`config.mk`:
```
export PLATFORM = sky130hd
export DESIGN_NAME = canRxQueue
export DESIGN_NICKNAME = d
export VERILOG_FILES = /design/src/rtl/canRxPkg.sv /design/src/rtl/rxQueueData.sv /design/src/rtl/rxQueueCtrl.sv /design/src/rtl/canRxQueue.sv
export SDC_FILE = /design/constraint.sdc
export NUM_CORES = 1
export LEC_CHECK = 0
export ABC_AREA = 0
export BUFFER_PORTS_ARGS = -buffer_cell sky130_fd_sc_hd__clkbuf_2
export CORE_ASPECT_RATIO = 1.1
export CORE_MARGIN = 3
export CORE_UTILIZATION = 57
export DETAILED_ROUTE_END_ITERATION = 12
export GPL_TIMING_DRIVEN = 0
export PLACE_DENSITY = 0.78
export REMOVE_ABC_BUFFERS = 1
export SYNTH_ARGS = -nofsm -noshare
export SYNTH_HDL_FRONTEND = slang
export SYNTH_SLANG_ARGS = --single-unit
```
`constraint.sdc`:
```
create_clock -name clk -period 5.3 [get_ports clk]
set_clock_uncertainty 0.2 [all_clocks]
set_input_delay 1.06 -clock clk [delete_from_list [all_inputs] [get_ports clk]]
set_output_delay 1.06 -clock clk [all_outputs]
set_load 0.03 [all_outputs]
```
`src/rtl/canRxPkg.sv`:
```
package canRxPkg;
  typedef enum logic [1:0] {
    LVL_OK   = 2'd0,
    LVL_WARN = 2'd1,
    LVL_ERR  = 2'd2,
    LVL_OFF  = 2'd3
  } errLvl_t;

  // strobes from control to datapath
  typedef struct packed {
    logic push;
    logic pop;
  } qStrobe_t;

  localparam int BIT_RXF = 0;
  localparam int BIT_OVR = 1;
endpackage

```
`src/rtl/rxQueueData.sv`:
```
module rxQueueData
  import canRxPkg::*;
#(
  parameter int DATA_W = 32,
  parameter int DEPTH  = 5
) (
  input  logic              clk,
  input  logic              rstN,
  input  qStrobe_t          strb,
  input  logic              fgValid,
  input  logic [DATA_W-1:0] frameData,
  output logic [DATA_W-1:0] bufData
);
  localparam int PTR_W = (DEPTH > 1) ? $clog2(DEPTH) : 1;
  localparam logic [PTR_W-1:0] LAST = PTR_W'(DEPTH - 1);

  logic [DATA_W-1:0] mem [DEPTH];
  logic [PTR_W-1:0]  wrPtr, rdPtr;

  function automatic logic [PTR_W-1:0] nextPtr(input logic [PTR_W-1:0] p);
    return (p == LAST) ? '0 : p + 1'b1;
  endfunction

  always_ff @(posedge clk or negedge rstN) begin
    if (!rstN) begin
      wrPtr <= '0;
      rdPtr <= '0;
    end else begin
      if (strb.push) wrPtr <= nextPtr(wrPtr);
      if (strb.pop)  rdPtr <= nextPtr(rdPtr);
    end
  end

  for (genvar i = 0; i < DEPTH; i++) begin : g_slot
    always_ff @(posedge clk) begin
      if (strb.push && wrPtr == PTR_W'(i)) mem[i] <= frameData;
    end
  end

  assign bufData = fgValid ? mem[rdPtr] : '0;


  wr_ptr_hold_chk: assert property (@(posedge clk) disable iff (!rstN)
    !strb.push |=> $stable(wrPtr));


  rd_ptr_move_chk: assert property (@(posedge clk) disable iff (!rstN)
    strb.pop |=> !$stable(rdPtr));
endmodule

```
`src/rtl/rxQueueCtrl.sv`:
```
module rxQueueCtrl
  import canRxPkg::*;
#(
  parameter int DEPTH    = 5,
  parameter int ERRCNT_W = 9
) (
  input  logic                clk,
  input  logic                rstN,
  input  logic                frameValid,
  input  logic                frameOk,
  input  logic                wrEn,
  input  logic                wrAddr,
  input  logic [7:0]          wrData,
  input  logic                bufRead,
  input  logic                initReq,
  input  logic                initAck,
  input  logic [1:0]          rxLevel,
  input  logic [1:0]          txLevel,
  input  logic [ERRCNT_W-1:0] txErrCnt,
  output qStrobe_t            strb,
  output logic                fgValid,
  output logic [7:0]          flagReg,
  output logic [7:0]          enableReg,
  output logic                rxIrq,
  output logic                errIrq,
  output logic                accessErr
);
  localparam int CNT_W = $clog2(DEPTH + 1);
  localparam logic [CNT_W-1:0] FULL_CNT = CNT_W'(DEPTH);
  localparam logic [ERRCNT_W-1:0] OFF_LIMIT = ERRCNT_W'(255);

  logic [CNT_W-1:0] count;
  logic             ovrFlag;
  errLvl_t          rxState, txState;

  logic frameGood, full, flagWr, enWr, release_, shift, initMode, busOff;

  assign frameGood = frameValid & frameOk;
  assign full      = (count == FULL_CNT);
  assign flagWr    = wrEn & ~wrAddr;
  assign enWr      = wrEn & wrAddr & ~initReq & ~initAck;
  assign release_  = flagWr & wrData[BIT_RXF] & fgValid;
  assign shift     = ~fgValid & (count != '0);
  assign initMode  = initReq & initAck;
  assign busOff    = txErrCnt > OFF_LIMIT;

  assign strb.push = frameGood & ~full;
  assign strb.pop  = release_;

  function automatic errLvl_t clampLvl(input logic [1:0] v);
    return (v == 2'd3) ? LVL_ERR : errLvl_t'(v);
  endfunction

  // occupancy and foreground state
  always_ff @(posedge clk or negedge rstN) begin
    if (!rstN) begin
      count   <= '0;
      fgValid <= 1'b0;
    end else begin
      case ({strb.push, strb.pop})
        2'b10:   count <= count + 1'b1;
        2'b01:   count <= count - 1'b1;
        default: count <= count;
      endcase
      if (release_)   fgValid <= 1'b0;
      else if (shift) fgValid <= 1'b1;
    end
  end

  // overrun flag: set beats clear
  always_ff @(posedge clk or negedge rstN) begin
    if (!rstN)                          ovrFlag <= 1'b0;
    else if (frameGood && full)         ovrFlag <= 1'b1;
    else if (flagWr && wrData[BIT_OVR]) ovrFlag <= 1'b0;
  end

  // enable register
  always_ff @(posedge clk or negedge rstN) begin
    if (!rstN)         enableReg <= '0;
    else if (initMode) enableReg <= '0;
    else if (enWr)     enableReg <= wrData;
  end

  // error-level tracking with bus-off coupling
  always_ff @(posedge clk or negedge rstN) begin
    if (!rstN) begin
      rxState <= LVL_OK;
      txState <= LVL_OK;
    end else if (busOff) begin
      rxState <= LVL_OFF;
      txState <= LVL_OFF;
    end else begin
      txState <= clampLvl(txLevel);
      rxState <= (txState == LVL_OFF) ? LVL_OK : clampLvl(rxLevel);
    end
  end

  // sticky access error
  always_ff @(posedge clk or negedge rstN) begin
    if (!rstN)                   accessErr <= 1'b0;
    else if (bufRead && !fgValid) accessErr <= 1'b1;
  end

  assign flagReg = {2'b00, rxState, txState, ovrFlag, fgValid};
  assign rxIrq   = fgValid & enableReg[BIT_RXF];
  assign errIrq  = ovrFlag & enableReg[BIT_OVR];


  count_bound_chk: assert property (@(posedge clk) disable iff (!rstN)
    count <= FULL_CNT);


  ovr_set_chk: assert property (@(posedge clk) disable iff (!rstN)
    (frameGood && full) |=> flagReg[BIT_OVR]);


  shift_src_chk: assert property (@(posedge clk) disable iff (!rstN)
    $rose(fgValid) |-> $past(count) != '0);


  init_hold_chk: assert property (@(posedge clk) disable iff (!rstN)
    initMode |=> enableReg == 8'h00);


  bus_off_chk: assert property (@(posedge clk) disable iff (!rstN)
    busOff |=> (flagReg[5:4] == 2'd3 && flagReg[3:2] == 2'd3));


  recover_chk: assert property (@(posedge clk) disable iff (!rstN)
    (flagReg[3:2] == 2'd3 && !busOff) |=> flagReg[5:4] == 2'd0);


  sticky_err_chk: assert property (@(posedge clk) disable iff (!rstN)
    accessErr |=> accessErr);
endmodule

```
`src/rtl/canRxQueue.sv`:
```
module canRxQueue
  import canRxPkg::*;
#(
  parameter int DATA_W   = 32,
  parameter int DEPTH    = 5,
  parameter int ERRCNT_W = 9
) (
  input  logic                clk,
  input  logic                rstN,
  input  logic                frameValid,
  input  logic                frameOk,
  input  logic [DATA_W-1:0]   frameData,
  input  logic                wrEn,
  input  logic                wrAddr,
  input  logic [7:0]          wrData,
  input  logic                bufRead,
  output logic [DATA_W-1:0]   bufData,
  output logic [7:0]          flagReg,
  output logic [7:0]          enableReg,
  input  logic                initReq,
  input  logic                initAck,
  input  logic [1:0]          rxLevel,
  input  logic [1:0]          txLevel,
  input  logic [ERRCNT_W-1:0] txErrCnt,
  output logic                rxIrq,
  output logic                errIrq,
  output logic                accessErr
);
  qStrobe_t strb;
  logic     fgValid;

  rxQueueCtrl #(.DEPTH(DEPTH), .ERRCNT_W(ERRCNT_W)) i_ctrl (
    .clk(clk), .rstN(rstN),
    .frameValid(frameValid), .frameOk(frameOk),
    .wrEn(wrEn), .wrAddr(wrAddr), .wrData(wrData),
    .bufRead(bufRead), .initReq(initReq), .initAck(initAck),
    .rxLevel(rxLevel), .txLevel(txLevel), .txErrCnt(txErrCnt),
    .strb(strb), .fgValid(fgValid),
    .flagReg(flagReg), .enableReg(enableReg),
    .rxIrq(rxIrq), .errIrq(errIrq), .accessErr(accessErr)
  );

  rxQueueData #(.DATA_W(DATA_W), .DEPTH(DEPTH)) i_data (
    .clk(clk), .rstN(rstN),
    .strb(strb), .fgValid(fgValid),
    .frameData(frameData), .bufData(bufData)
  );
endmodule

```
---- After elaboration in Yosys (flattened, before gate mapping) ----
Memories as Yosys holds them, arrays and structs flattened.
Index checks and enable logic that the tools add are counted.
word-level totals
  register bits after elaboration ......... 24
  latch bits .............................. 0
  memory bits (writable) .................. 160
  ROM bits ................................ 0
  input bits .............................. 62
  output and inout port bits .............. 51
  logic and storage cells ................. 99
  memories ................................ 1
operators by class
  $add $sub $neg .......................... 4
  $mul .................................... 0
  div/mod/pow operators ................... 0
  magnitude comparators ................... 1
  eq/ne operators ......................... 11
  shift operators ......................... 0
  multiplexer cells ....................... 37
  bitwise operators ....................... 17
  reductions and logical operators ........ 19
memories
  name        words  bits a word  read ports  clocked after Yosys merged registers in  write ports  line               RTL
  i_data.mem  5      32           1           0                                        1            rxQueueData.sv:17  logic [DATA_W-1:0] mem [DEPTH];
operators by type and width
  kind                                                           number
  two-way mux 32 bit                                             5
  OR reduction 32 bit                                            4
  two-way mux 1 bit                                              18
  two-way mux 3 bit                                              6
  two-way mux 8 bit                                              2
  AND 1 bit                                                      12
  two-way mux 2 bit                                              5
  adder 3 x 1 -> 3 bit, second input constant                    3
  == test 3 bit, second input constant                           3
  greater-than comparator 9 x 8 -> 1 bit, second input constant  1
  == test 2 bit, second input constant                           4
  logical AND 1 bit                                              8
  nonzero test 2 bit                                             4
  == test 3 x 2 -> 1 bit, second input constant                  2
  case mux 3 bit (2 select lines)                                1
  inverter 1 bit                                                 5
  == test 3 x 1 -> 1 bit, second input constant                  1
  zero test 3 bit                                                1
  nonzero test 3 bit                                             1
  subtractor 3 x 1 -> 3 bit, second input constant               1
  == test 2 x 1 -> 1 bit, second input constant                  1
  zero test 1 bit                                                1

---- Depth between registers and ports, before layout ----
Gate-level depths: netlist of the first run.
  depth in word-level cells ............... 11
  mapped depth ............................ 8
  mapped depth without buffers ............ 8

---- Hierarchy ----
Synthesis of the first run repeated with hierarchy kept, for this count alone.
unflattened totals
  cells, all modules ...................... 432
  area total of the unflattened synthesis .. 7,528.5 sq um
by module, submodules not included
  module       times used  cells each  area an instance (sq um)  seq. area each (sq um)
  rxQueueData  1           354         6,626.4                   4,954.8
  rxQueueCtrl  1           78          902.1                     450.4

---- Least setup slack after synthesis of the first run ----
No wires, ideal clock.
  path kind ............................... input to register
  from .................................... input frameValid
  to ...................................... memory i_data.mem[0][0] (enable)
  setup time .............................. 0.468 ns
  arrival time ............................ 3.757 ns
  required time ........................... 4.632 ns
  path slack .............................. 0.875 ns
  cell stages on the path ................. 2
  buffers on the path ..................... 0
  cells stage by stage .................... nand3_1 nor3b_1
on the way
  cells in the longest elaborated chain, start to end .. 10
  elaborated cells between the ends (all ways) .. 29
  those cells by class .................... 18 x mux; 2 x bitwise; 9 x reduce/logical
ends and longest elaborated chain
  item                                                                           line               RTL
  start, declared                                                                canRxQueue.sv:10   input logic frameValid,
  AND 1 bit *                                                                    rxQueueCtrl.sv:38  assign frameGood = frameValid & frameOk;
  AND 1 bit *                                                                    rxQueueCtrl.sv:47  assign strb.push = frameGood & ~full;
  logical AND 1 bit                                                              rxQueueData.sv:36  if (strb.push && wrPtr == PTR_W'(i)) mem[i] <= frameData;
  two-way mux 1 bit                                                              rxQueueData.sv:36
  two-way mux 1 bit (implied by the code)                                        rxQueueData.sv:36
  OR reduction 32 bit (no line)                                                  -
  two-way mux 3 bit (no line) or two-way mux 1 bit (tied branches) (4 in a row)  -
  end, declared                                                                  rxQueueData.sv:17
Mark *: on every way between the ends. The rest lies on a longest branch, timed or not.

---- Worst setup path after layout of the first run ----
  from .................................... register i_ctrl.fgValid
  to ...................................... output bufData[7]
on the way
  cells in the longest elaborated chain, start to end .. 1
ends and longest elaborated chain
  item                    line               RTL
  start, declared         rxQueueCtrl.sv:21  output logic fgValid,
  start signal, assigned  rxQueueCtrl.sv:58  fgValid <= 1'b0;
  start signal, assigned  rxQueueCtrl.sv:65  if (release_) fgValid <= 1'b0;
  start signal, assigned  rxQueueCtrl.sv:66  else if (shift) fgValid <= 1'b1;
  two-way mux 32 bit      rxQueueData.sv:40  assign bufData = fgValid ? mem[rdPtr] : '0;
  end, declared           canRxQueue.sv:17   output logic [DATA_W-1:0] bufData,
No other way between the ends.

==> impl_results.md, run 1 <==
- Gr busiest metal: met2
- Hold Path Cell Cnt: 1
- Most frequent cells in the layout: edfxtp_1 (160), clkbuf_2 (102), mux2i_1 (65)
- Detailed placement HPWL: 8970 um
- Avg Inst Size Synth: 17.2 sq um
- Clock buffer count from CTS: 17
- Final Power: 0.00466 W
- #FFs+latches synth: 184
- Element type at the critical path start: flip-flop
- Seq/Total Area, Yosys: 72.1%
- Top post-synthesis cells by area: edfxtp_1 (64%), mux2i_1 (8.7%), dfrtp_1 (8.0%), o221ai_2 (6.2%), nand2_1 (2.1%)
- Crit path DAT: 2.49 ns
- Routability Congestion: 0.725
- Crit path from: i_ctrl.fgValid
- Die height: 126 um
- First-pass GRT wire length: 21,600 um
- # H-tree levels: 4
- Tcrit/Tclk final: 70.8%
- WL final: 13,600 um
- CTS tree: yes
- Mapped cell area: 0.00750 sq mm
- Post-synth top area cell: edfxtp_1
- DRC Markers: 0
- Setup Buffers After CTS: 0
- # IOs: 113
- Longest Clk Path Bufs: 2
- Reg2Reg Depth: 6
- Worst Max-Slew Pin Slew: 0.772 ns
- Largest net degree at the start of global routing: 43
- Post-CTS Resized: 0
- Final min period: 3.75 ns
- Worst-path maximum fanout: 22
- CTS sink cnt: 184
- Core region area: 0.0128 sq mm
- Hold_buf cts: 0
- Number of setup violations in the final report: 0
- Die X-Extent: 115 um
- Crit Path Class: flip-flop to output pin
- Synthesis Warnings: 0
- GRT overflow: 0
- Max-slew headroom: 48.3%
- Vias in the first global route: 4,131
- Yosys top cell area share: 64.1%
- Clk Latency, worst-skew pair: 0.42 ns
- Drt pass-1 iters: 4
- CTS clk-pin slew, worst paths: 0.06 ns
- Vias per Instance: 5.68
- Root buffer cell: clkbuf_16
- Status: complete, no violations
- Layout cell share with drive strength beyond 1: 33.8%
- Initial Utilization: 58.8%
- Mapped Cells: 437
- Synth-to-layout area growth: 17.4%
- Hold WC Path Type: flip-flop to flip-flop
- CP Capture Type: output pin
- Final Core Density: 69.0%
- Cell Pwr Density: 529 mW/mm^2
- IO Port Bufs: 102
- DR iter-0 viols: 235
- P_leak: 3.22 nW
- Die area: 0.0146 sq mm
- Initial antenna violation count: 0
- Worst Min Path Start: i_ctrl.accessErr
- Grt met3 use: 5.38%
- Grt met2 use: 32.6%
- Worst vdd ir: 0.278 mV
- RSZ-0062 raised after global routing: false
- # nets final: 618
- Post-synth cell types: 38
- Final Hold Viols: 0
- Rows: 43
- N_diodes: 0
- Antenna viol nets, final: 0
- Fmax: 266 MHz
- Leading cell type in the layout, fill and taps excluded: edfxtp_1
- Met1 GRT Util: 25.1%
- Final Max Tran Viols: 0
- Required time worst endpoint: 4.04 ns
- Total Routing Usage GR: 19.8%
- Worst R2R Start: i_ctrl.count[0]
- Wire length per cell: 19.1 um
- Via Count: 4,056
- MaxCap Viol Count: 0
-- logic make-up after synthesis --
family,count (synthesis),synth area share [%]
fa+ha+maj,9,1.60
xor+xnor,3,0.351
simple gates,71,4.49
buf+inv,41,3.32
mux,67,8.98
flops,184,72.1
other cells,1,0.0500
compound gates,61,9.10
-- path summary, 6_finish.rpt --
path                       slack (ns)                end
min reg2reg                      0.28   i_ctrl.accessErr
max in group asynchronous        4.03    i_data.rdPtr[1]
max                              1.55         bufData[7]
min                              0.28   i_ctrl.accessErr
max reg2reg                      2.49  i_data.mem[2][21]
min in group asynchronous        0.43  i_ctrl.txState[1]
-- routing by layer --
metal  vias up  routed length, um
met2       125               7030
li1       1899                  -
met3        14                790
met5         -                  0
met4         0                227
met1      2018               5590
-- sequential cells by signal, summed over array words and instances (netlist names) --
register	cells
i_ctrl.count	3
i_data.mem	160
i_ctrl.ovrFlag	1
i_data.wrPtr	3
i_ctrl.txState	2
i_ctrl.accessErr	1
i_ctrl.fgValid	1
i_ctrl.enableReg	8
i_data.rdPtr	3
i_ctrl.rxState	2
-- cell type report --
class	instances	area, sq um
Multi-Input combinational cell	213	1880
Timing Repair Buffer	117	749
Tap cell	157	196
Inverter	14	52.6
Fill cell	822	3950
Clock inverter	10	83.8
Clock buffer	19	433
Sequential cell	184	5410
-- synthesized netlist by cell type --
master / number
edfxtp_1: 160
mux2i_1: 65
nand2_1: 41
o221ai_2: 31
dfrtp_1: 24
inv_1: 13
a22oi_1: 8
clkbuf_1: 8
ha_1: 8
nor2b_1: 8
o2bb2ai_1: 8
buf_2: 7
buf_4: 6
o21ai_0: 6
nor2_1: 5
a21oi_1: 3
buf_12: 3
nand3_1: 3
nor3b_1: 3
a21o_1: 2
and2_1: 2
and2_2: 2
buf_6: 2
mux2_2: 2
nand3b_1: 2
or3_1: 2
xor2_1: 2
a21o_2: 1
a31o_2: 1
buf_1: 1
conb_1: 1
fa_1: 1
inv_2: 1
nand4b_1: 1
nor4_1: 1
o221ai_1: 1
or2_2: 1
xnor2_1: 1
-- metrics by stage --
step	setup slack, ns	hold slack, ns	std cells	setup TNS [ns]	area [sq um]
after floorplan	0.875	0.264	411	0	7300
after global routing	1.44	0.301	714	0	8800
final	1.55	0.278	714	0	8800
after global placement	-1.39	0.245	670	-127.04	8010
after detailed placement	1.84	0.267	685	0	8290
after CTS	1.50	0.281	714	0	8800
-- worst max-delay path, stage by stage, from the launching register on --
cell and delay [ns]:
dfrtp_1 0.52, inv_2 0.09, or3_2 0.71, buf_12 0.27
o221ai_2 0.22, clkbuf_2 0.25
-- power by group --
| part | internal, W | switching [W] |
|---|---|---|
| combinational | 0.000608 | 0.00109 |
| clock | 0.000632 | 0.000476 |
| sequential | 0.00173 | 0.000119 |
No activity file was read; power rests on OpenSTA's default activity.
==> run 2, diff against run 1 <==
Clock period 5.3 ns to 3.5 ns, I/O delays scaled along.
==> impl_results.md, run 2 (same netlist as run 1, synthesis figures left out) <==
- Hold WC Path Type: primary input to asynchronous set/reset pin
- Max FFs per register: 160 (unchanged)
- Clk Latency, worst-skew pair: 0.42 ns (about the same)
- Die X-Extent: 115 um (unchanged)
- RSZ-0062 raised after global routing: false
- Hold_buf cts: 0 (unchanged)
- Biggest regs: i_data.mem x160, i_ctrl.enableReg x8
- Met3 routed WL: 809 um (+2.4%)
- Total Routing Usage GR: 19.8% (unchanged)
- Core region area: 0.0128 sq mm (unchanged)
- Met2 WL: 7030 um (about the same)
- Initial antenna violation count: 0 (unchanged)
- Routability Congestion: 0.725 (unchanged)
- Status: complete, no violations
- Final cell count without fillers: 714 (unchanged)
- Crit path buf inv count: 3 (unchanged)
- Post-CTS Resized: 0 (unchanged)
- # nets final: 618 (unchanged)
- Max-slew headroom: 48.6% (+0.23 points)
- Crit Path Class: flip-flop to output pin
- Final min period: 3.33 ns
- CTS tree: yes
- Tcrit/Tclk final: 95.2%
- Longest Clk Path Bufs: 2 (unchanged)
- CP Capture Type: output pin
- Number of setup violations in the final report: 0 (unchanged)
- Critical path cell sequence: inv_2 -> or3_2 -> buf_12 -> o221ai_2 -> clkbuf_2
- Crit path DAT: 2.43 ns (-0.06 ns)
- Wire length per cell: 19.2 um (+0.28%)
- Crit-path slowest cell: or3_2
- WL final: 13,700 um (+0.28%)
- Most frequent cells in the layout: edfxtp_1 (160), clkbuf_2 (102), mux2i_1 (65)
- CTS clk-pin slew, worst paths: 0.06 ns (about the same)
- CTS sink cnt: 184 (unchanged)
- Rows: 43 (unchanged)
- Initial Utilization: 58.8% (unchanged)
- Worst vdd ir: 0.436 mV (+57%)
- P_leak: 3.22 nW (about the same)
- Worst Max-Slew Pin Slew: 0.768 ns (-0.00345 ns)
- DRC Markers: 0 (unchanged)
- Cell Pwr Density: 801 mW/mm^2 (+51%)
- Detailed placement HPWL: 8970 um (unchanged)
- Final Max Tran Viols: 0 (unchanged)
- Worst-path maximum fanout: 22 (unchanged)
- Required time worst endpoint: 2.60 ns (-1.44 ns)
- N_diodes: 0 (unchanged)
- Slowest stage delay, CP: 0.70 ns (about the same)
- Biggest register: i_data.mem
- Vias in the first global route: 4,131 (unchanged)
- Layout cell share with drive strength beyond 1: 33.8% (unchanged)
- MaxCap Viol Count: 0 (unchanged)
- Fmax: 300 MHz
- Final Hold Viols: 0 (unchanged)
- Via Count: 4,065 (+0.22%)
- Delay-heaviest family, CP: simple AND/OR/NAND/NOR gates
- Setup TNS: 0 ns (unchanged)
- GRT overflow: 0 (unchanged)
- DP Cell Count: 685 (unchanged)
- Setup Buffers After CTS: 0 (unchanged)
- # fillers: 822 (unchanged)
- Drt pass-1 iters: 4 (unchanged)
- Leading cell type in the layout, fill and taps excluded: edfxtp_1
- Root buffer cell: clkbuf_16
- Final Power: 0.00705 W (+51%)
- Met1 wire length: 5580 um (-0.13%)
- Antenna viol nets, final: 0 (unchanged)
- Die height: 126 um (unchanged)
- DR iter-0 viols: 210 (-11%)
- # IOs: 113 (unchanged)
- Clock buffer count from CTS: 17 (unchanged)
- Synth-to-layout area growth: 17.5% (about the same)
- Die area: 0.0146 sq mm (unchanged)
- Final Core Density: 69.1% (about the same)
- First-pass GRT wire length: 21,600 um (unchanged)
- Element type at the critical path start: flip-flop
- Uppermost layer routed: met4
- IO Port Bufs: 102 (unchanged)
- Largest net degree at the start of global routing: 43 (unchanged)
- # H-tree levels: 4 (unchanged)
- Vias per Instance: 5.69 (+0.22%)
-- run 2: cell types whose count changed in the layout (fill, tap and decap cells not counted) --
cell	previous run	this run
or3_4	0	1
or3_2	2	1
-- run 2: power breakdown --
| part | internal, W | switching (W) | total [W] |
|---|---|---|---|
| logic | 0.000925 | 0.00165 | 0.00258 |
| registers | 0.00262 | 0.000181 | 0.00280 |
| clock network | 0.000957 | 0.000719 | 0.00168 |
-- run 2: layer usage --
metal  GRT usage (%)  up-vias
met5               0        -
met4            7.67        0
met3            5.38       16
met2            32.6      126
met1            25.1     2022
li1                -     1901
-- run 2: final timing paths --
check / startpoint / end / slack (ns) / depth (start not counted)
setup / recovery: i_ctrl.fgValid / bufData[7] / 0.17 / 5
hold / removal: rstN / i_ctrl.txState[1] / 0.07 / 1
min in group clk: i_ctrl.accessErr / i_ctrl.accessErr / 0.28 / 1
hold reg to reg: i_ctrl.accessErr / i_ctrl.accessErr / 0.28 / 1
setup reg to reg: i_ctrl.count[0] / i_data.mem[2][21] / 0.69 / 6
max in group asynchronous: rstN / i_data.rdPtr[1] / 2.59 / 1
-- run 2: area by class of cell --
class                   count  area (sq um)  share of cell area (%)
clock buffers              19           433                    4.92
clock inverters            10          83.8                   0.952
inverters                  14          52.6                   0.597
multi-input cells         213          1880                    21.4
flip-flops and latches    184          5410                    61.4
well taps                 157           196                    2.23
repair buffers            117           749                    8.51
-- run 2: worst reg2reg max path, cell delays in order, from the launching register on --
cell and delay (ns):
dfrtp_1 0.42, nand3b_1 0.13, nand3_1 0.44, nor3b_2 0.73, buf_6 0.25, buf_8 0.17, buf_6 0.18
-- run 2: metrics by stage --
step | hold WS [ns] | setup slack (ns) | cell area, sq um
6_report | 0.0689 | 0.169 | 8810
5_1_grt | 0.0908 | 0.0775 | 8810
4_1_cts | 0.0683 | 0.0626 | 8800
3_5_place_dp | 0.267 | 0.396 | 8290
3_3_place_gp | 0.245 | -2.83 | 8010
2_1_floorplan | 0.204 | -0.565 | 7300
